==> src/rtl/sflash_cread_pkg.sv <==
`timescale 1ns/1ps
package sflash_cread_pkg;

   typedef enum logic [1:0] {
      ST_HDR  = 2'd0,
      ST_DATA = 2'd1,
      ST_GAP  = 2'd2,
      ST_IGN  = 2'd3
   } rd_st_e;

   localparam logic [7:0] OPC_CONT_LO  = 8'h68;
   localparam logic [7:0] OPC_CONT_HI  = 8'hE8;
   localparam logic [7:0] OPC_BURST_LO = 8'h69;
   localparam logic [7:0] OPC_BURST_HI = 8'hE9;

   function automatic logic opc_is_burst(input logic [7:0] code);
      return (code == OPC_BURST_LO) || (code == OPC_BURST_HI);
   endfunction

   function automatic logic opc_is_known(input logic [7:0] code);
      return (code == OPC_CONT_LO) || (code == OPC_CONT_HI) || opc_is_burst(code);
   endfunction

endpackage

==> src/rtl/scr_ptr.sv <==
`timescale 1ns/1ps
// Linear array address counter with in-page byte tracking and array wrap.
module scr_ptr #(
   parameter int PAGE_BYTES = 8,
   parameter int NUM_PAGES  = 4,
   localparam int AW = $clog2(PAGE_BYTES * NUM_PAGES),
   localparam int BW = $clog2(PAGE_BYTES)
) (
   input  logic          clk,
   input  logic          rst_n,
   input  logic          load,
   input  logic [12:0]   ld_page,
   input  logic [10:0]   ld_byte,
   input  logic          adv,
   output logic [AW-1:0] addr,
   output logic          pg_start
);
   localparam int TOTAL = PAGE_BYTES * NUM_PAGES;
   localparam logic [BW-1:0] BY_LAST = BW'(PAGE_BYTES - 1);
   localparam logic [AW-1:0] A_LAST  = AW'(TOTAL - 1);

   logic [AW-1:0] lin, lin_ld;
   logic [BW-1:0] by, by_ld;

   always_comb begin
      by_ld  = BW'(int'(ld_byte) % PAGE_BYTES);
      lin_ld = AW'((int'(ld_page) % NUM_PAGES) * PAGE_BYTES + (int'(ld_byte) % PAGE_BYTES));
   end

   always_ff @(posedge clk or negedge rst_n) begin
      if (!rst_n) begin
         lin <= '0;
         by  <= '0;
      end else if (load) begin
         lin <= lin_ld;
         by  <= by_ld;
      end else if (adv) begin
         by  <= (by == BY_LAST) ? '0 : by + 1'b1;
         lin <= (lin == A_LAST) ? '0 : lin + 1'b1;
      end
   end

   assign addr     = lin;
   assign pg_start = (by == '0);
endmodule

==> src/rtl/scr_sodrv.sv <==
`timescale 1ns/1ps
// Falling-edge output stage: launches data bits and the enable.
module scr_sodrv (
   input  logic clk,
   input  logic rst_n,
   input  logic upd,
   input  logic oe_d,
   input  logic bit_d,
   output logic so_q,
   output logic oe_q
);
   always_ff @(negedge clk or negedge rst_n) begin
      if (!rst_n) begin
         so_q <= 1'b0;
         oe_q <= 1'b0;
      end else begin
         oe_q <= oe_d;
         if (upd) so_q <= bit_d;
      end
   end
endmodule

==> src/rtl/sflash_cread.sv <==
`timescale 1ns/1ps
module sflash_cread
   import sflash_cread_pkg::*;
#(
   parameter int PAGE_BYTES  = 8,
   parameter int NUM_PAGES   = 4,
   parameter int GAP_CLKS    = 3,
   parameter int DUMMY_BYTES = 4,
   localparam int AW = $clog2(PAGE_BYTES * NUM_PAGES)
) (
   input  logic          sck,
   input  logic          rst_n,
   input  logic          cs_n,
   input  logic          si,
   output logic          so,
   output logic          so_oe,
   output logic          mem_rd,
   output logic [AW-1:0] mem_addr,
   input  logic [7:0]    mem_rdata
);
   localparam int HDR_LEN = 32 + 8 * DUMMY_BYTES;
   localparam int CW      = $clog2(HDR_LEN);
   localparam logic [CW-1:0] C_OPC   = CW'(7);
   localparam logic [CW-1:0] C_ADR   = CW'(31);
   localparam logic [CW-1:0] C_FETCH = CW'(HDR_LEN - 2);
   localparam logic [CW-1:0] C_LAST  = CW'(HDR_LEN - 1);

   generate
      if (PAGE_BYTES < 2 || PAGE_BYTES > 2048) begin : g_bad_page
         $error("PAGE_BYTES must lie in 2..2048");
      end
      if (NUM_PAGES < 2 || NUM_PAGES > 8192) begin : g_bad_pages
         $error("NUM_PAGES must lie in 2..8192");
      end
      if (DUMMY_BYTES < 1 || GAP_CLKS < 0) begin : g_bad_misc
         $error("DUMMY_BYTES must be >= 1 and GAP_CLKS >= 0");
      end
   endgenerate

   rd_st_e        st;
   logic [CW-1:0] cnt;
   logic [22:0]   sh;
   logic          burst;
   logic [7:0]    dbyte;
   logic [2:0]    bi;
   logic [23:0]   a24;
   logic [7:0]    opc;
   logic          hdr_done, byte_end, ptr_load, ptr_adv;
   logic          pg_start, gap_go, gap_last;
   logic          so_q, oe_q;

   assign a24      = {sh, si};
   assign opc      = {sh[6:0], si};
   assign hdr_done = (st == ST_HDR) && (cnt == C_LAST);
   assign byte_end = (st == ST_DATA) && (bi == 3'd0);
   assign ptr_load = !cs_n && (st == ST_HDR) && (cnt == C_ADR);
   assign ptr_adv  = !cs_n && (hdr_done || byte_end);
   assign mem_rd   = !cs_n && (((st == ST_HDR) && (cnt == C_FETCH)) ||
                               ((st == ST_DATA) && (bi == 3'd1)));

   always_ff @(posedge sck or negedge rst_n) begin
      if (!rst_n) begin
         st    <= ST_HDR;
         cnt   <= '0;
         sh    <= '0;
         burst <= 1'b0;
         dbyte <= '0;
         bi    <= 3'd7;
      end else if (cs_n) begin
         st  <= ST_HDR;
         cnt <= '0;
      end else begin
         unique case (st)
            ST_HDR: begin
               sh  <= {sh[21:0], si};
               cnt <= cnt + 1'b1;
               if (cnt == C_OPC) begin
                  burst <= opc_is_burst(opc);
                  if (!opc_is_known(opc)) st <= ST_IGN;
               end
               if (hdr_done) begin
                  st    <= ST_DATA;
                  dbyte <= mem_rdata;
                  bi    <= 3'd7;
               end
            end
            ST_DATA: begin
               if (bi == 3'd0) begin
                  dbyte <= mem_rdata;
                  bi    <= 3'd7;
                  if (gap_go) st <= ST_GAP;
               end else begin
                  bi <= bi - 1'b1;
               end
            end
            ST_GAP: if (gap_last) st <= ST_DATA;
            default: ;
         endcase
      end
   end

   generate
      if (GAP_CLKS > 0) begin : g_gap
         localparam int GW = (GAP_CLKS > 1) ? $clog2(GAP_CLKS) : 1;
         logic [GW-1:0] gcnt;
         always_ff @(posedge sck or negedge rst_n) begin
            if (!rst_n)
               gcnt <= '0;
            else if (!cs_n && byte_end && gap_go)
               gcnt <= GW'(GAP_CLKS - 1);
            else if (st == ST_GAP && gcnt != '0)
               gcnt <= gcnt - 1'b1;
         end
         assign gap_go   = burst && pg_start;
         assign gap_last = (gcnt == '0);
      end else begin : g_nogap
         assign gap_go   = 1'b0;
         assign gap_last = 1'b1;
      end
   endgenerate

   scr_ptr #(
      .PAGE_BYTES (PAGE_BYTES),
      .NUM_PAGES  (NUM_PAGES)
   ) u_ptr (
      .clk      (sck),
      .rst_n    (rst_n),
      .load     (ptr_load),
      .ld_page  (a24[23:11]),
      .ld_byte  (a24[10:0]),
      .adv      (ptr_adv),
      .addr     (mem_addr),
      .pg_start (pg_start)
   );

   scr_sodrv u_out (
      .clk   (sck),
      .rst_n (rst_n),
      .upd   (st == ST_DATA),
      .oe_d  ((st == ST_DATA) || (st == ST_GAP)),
      .bit_d (dbyte[bi]),
      .so_q  (so_q),
      .oe_q  (oe_q)
   );

   assign so    = so_q;
   assign so_oe = oe_q & ~cs_n;
endmodule

==> config.mk <==
export PLATFORM = sky130hd
export DESIGN_NAME = sflash_cread
export DESIGN_NICKNAME = d
export VERILOG_FILES = /design/src/rtl/sflash_cread_pkg.sv /design/src/rtl/scr_ptr.sv /design/src/rtl/scr_sodrv.sv /design/src/rtl/sflash_cread.sv
export SDC_FILE = /design/constraint.sdc
export NUM_CORES = 1
export LEC_CHECK = 0
export ABC_AREA = 0
export CAP_MARGIN = 15
export CORE_MARGIN = 8
export CORE_UTILIZATION = 34
export CTS_CLUSTER_DIAMETER = 50
export DETAILED_ROUTE_END_ITERATION = 16
export HOLD_SLACK_MARGIN = 0.06
export PLACE_DENSITY = 0.62
export SLEW_MARGIN = 20
export SYNTH_ARGS = -nofsm -noshare
export SYNTH_HDL_FRONTEND = slang
export SYNTH_SLANG_ARGS = --single-unit
==> constraint.sdc <==
create_clock -name sck -period 6.2 [get_ports sck]
set_input_delay 0.93 -clock sck [delete_from_list [all_inputs] [get_ports sck]]
set_output_delay 0.93 -clock sck [all_outputs]
set_load 0.005 [all_outputs]
==> results.sh <==
export IMPL_n_fill_cell=629
export IMPL_antenna_found_initial=0
export IMPL_grt_usage_pct=9.22
export IMPL_routed_wl_mm=4.08
export IMPL_worstSetupEndpointType="output port"
export IMPL_dieHeight_um=98.0
export IMPL_synthSimpleGateAreaFrac_pct=13.4
export IMPL_insertion_delay_ns=0.30
export IMPL_area_growth_synth_to_final_pct=16.1
export IMPL_synth_xor_area_share_pct=1.92
export IMPL_pre_cts_ws_ns=1.17
export IMPL_slew_violations=0
export IMPL_placedCellCount=294
export IMPL_grt_pass1_vias=1561
export IMPL_fin_worst_skew_ns=0.00950
export IMPL_drt_first_iter_violations=61
export IMPL_rows=30
export IMPL_cts_tree="yes"
export IMPL_final_cells=302
export IMPL_rsz0062_at_grt="no"
export IMPL_synth_adder_area_share_pct=8.21
export IMPL_cts_setup_buffers=0
export IMPL_synthTopCellsByArea="dfrtp_1, mux2_1, ha_1, dfstp_2, nor2_1"
export IMPL_crit_path_start_kind="flip-flop"
export IMPL_grt_pass1_wl_mm=7.37
export IMPL_status="completed"
export IMPL_synth_top_family_by_area="simple AND/OR/NAND/NOR gates"
export IMPL_synth_seq_cells=44
export IMPL_seq_area_frac_synth_pct=48.3
export IMPL_fin_setup_tns_ns=0
export IMPL_synth_largest_area_cell="dfrtp_1"
export IMPL_crit_chain="nor2b_1, clkdlybuf4s50_1"
export IMPL_htreeDepth=2
export IMPL_reg2reg_to="u_out.so_q"
export IMPL_drc=0
export IMPL_drv_cap=0
export IMPL_cts_buffers=5
export IMPL_crit_end="so_oe"
export IMPL_critical_path_arrival_ns=4.41
export IMPL_drt_pass1_iterations=4
export IMPL_ctsHoldBuffers=0
export IMPL_dp_hpwl_mm=2.92
export IMPL_die_x_um=98.0
export IMPL_tightestPinTransition_ns=0.709
export IMPL_grt_overflow=0
export IMPL_synth_area_per_cell_um2=11.4
export IMPL_clkSlewWorstSetupHoldPaths_ns=0.06
export IMPL_cts_sinks=44
export IMPL_slew_headroom_pct=52.7
export IMPL_crit_slowest_cell="clkdlybuf4s50_1"
export IMPL_power_density_nw_per_um2=410
export IMPL_syn_num_nets=228
export IMPL_avgViaCountPerCell=5.07
export IMPL_crit_path_start="u_out.oe_q"
export IMPL_core_area_um2=6640
export IMPL_hold_viol=0
export IMPL_rr_startpoint="bi[0]"
export IMPL_ys_warnings_count=0
export IMPL_path_class="reg -> out"
export IMPL_async_flop_share_pct=100
export IMPL_n_antenna_cell=0
export IMPL_root_buffer="clkbuf_8"
export IMPL_setup_viol=0
export IMPL_pin_count=20
export IMPL_synthMuxAreaShare_pct=13.1
export IMPL_drive_gt1_share_pct=9.46
export IMPL_numPortBuffers=19
export IMPL_initial_core_util_pct=34.4
export IMPL_gp_congestion=0.804
export IMPL_ir_drop_v=0.000178
export IMPL_synth_cell_types=48
export IMPL_via_count=1532
export IMPL_dieArea_um2=9600
export IMPL_slowest_delay_ns=0.52
export IMPL_worst_path_max_fanout=1
export IMPL_syn_inst=201
export IMPL_min_path_type="reg -> reg"
export IMPL_ant_nets=0
export IMPL_layout_setup_ws_ns=0.863
export IMPL_synth_top_area_share_pct=42.7
export IMPL_grt_max_degree=29
export IMPL_netlist_area_um2=2290
export IMPL_clockBufferDepth=2
export IMPL_ctsResizeCount=0
export IMPL_synth_edf_count=0
export IMPL_synth_ff_type="dfrtp_1"
export IMPL_rrSetupSlack_ns=1.59
export IMPL_p_total_mw=1.09
export IMPL_p_leak_nw=1.18
export IMPL_worst_r2r_path_depth=3
export IMPL_required_ns=5.27
export IMPL_synth_compound_area_share_pct=11.3
export IMPL_avgRoutedWirePerCell_um=13.5
export IMPL_layout_nets=248
-- report_power, final --
part	switching [mW]	total [mW]	internal, mW
registers	0.0862	0.493	0.407
clock network	0.104	0.225	0.121
logic	0.168	0.372	0.204
total	0.358	1.09	0.732
-- flip-flops by register name, summed over array words and instances (netlist names), 2 cells and up --
name        cells
u_ptr.by        3
u_ptr.addr      5
cnt             6
bi              3
g_gap.gcnt      2
sh             12
dbyte           8
st              2
-- critical path, delay by kind of cell (launching register included) --
kind                   cells  cell delay (ns)
buffers and inverters      1             0.52
DFF                        1             0.38
and+or+nand+nor            1             0.11
-- synth_stat cells, types with 3 or more instances --
cell type   n
nand2_1     7
inv_1      11
a22oi_1     4
xor2_1      3
nor2_1     19
dfrtp_1    39
ha_1       15
nand2b_1    4
buf_2       4
nor3_1      4
nand3b_1    4
a21oi_1    11
dfstp_2     3
nand3_1     3
o21a_1      3
mux2i_1     4
nand4_1     5
mux2_1     19
a22o_1      3
-- worst min path at each step --
| stage | depth (start not counted) | start | endpoint |
|---|---|---|---|
| after floorplan | 1 | sh[9] | sh[10] |
| after global placement | 1 | sh[9] | sh[10] |
| after detailed placement | 2 | u_out.so_q | u_out.so_q |
| after CTS | 2 | u_out.so_q | u_out.so_q |
| after global routing | 1 | dbyte[7] | dbyte[7] |
| final | 2 | u_out.so_q | u_out.so_q |
-- through the flow --
stage / utilization [%] / hold slack, ns / instance area (um2)
floorplan: - / 0.454 / 2290
global route: 40.0 / 0.517 / 2660
detailed placement: 38.2 / 0.474 / 2540
finish: 40.0 / 0.474 / 2660
CTS: 40.0 / 0.475 / 2660
global placement: 38.2 / 0.470 / 2540
-- layout by cell type (no fill, tap or decap), types with 3 or more instances in the layout --
cell             netlist  routed
nand4_1                5       5
nand3b_1               4       4
dfrtp_1               39      39
nor3_1                 4       4
xor2_1                 3       3
o21a_1                 3       3
clkdlybuf4s50_1        0      18
a21oi_1               11      11
ha_1                  15      15
dfstp_2                3       3
a22oi_1                4       4
clkbuf_8               0       5
a22o_1                 3       3
nor2_1                19      19
nand2_1                7       7
nand2b_1               4       4
nand3_1                3       3
inv_1                 11      11
mux2_1                19      19
mux2i_1                4       4
-- per-layer routing --
metal  wire (um)  global-route usage (%)  vias up
li1            -                       -      757
met1        2050                    11.9      745
met2        1820                    14.2       26
met3         150                    2.35        4
met4          61                    3.96        0
met5           0                       0        -
-- cells by family after synthesis --
family          after synthesis
flops                        44
buf+inv                      19
xor+xnor                      5
fa+ha+maj                    15
simple gates                 57
compound gates               36
mux                          25
-- layout make-up --
| class | instances | area (um2) | share of cell area, % |
|---|---|---|---|
| Tap cell | 80 | 100 | 3.77 |
| Multi-Input combinational cell | 138 | 1090 | 41.2 |
| Inverter | 11 | 41.3 | 1.56 |
| Clock buffer | 5 | 68.8 | 2.59 |
| Sequential cell | 44 | 1100 | 41.6 |
| Clock inverter | 3 | 46.3 | 1.74 |
| Timing Repair Buffer | 21 | 200 | 7.54 |
Power figures use the tool's default switching activity.
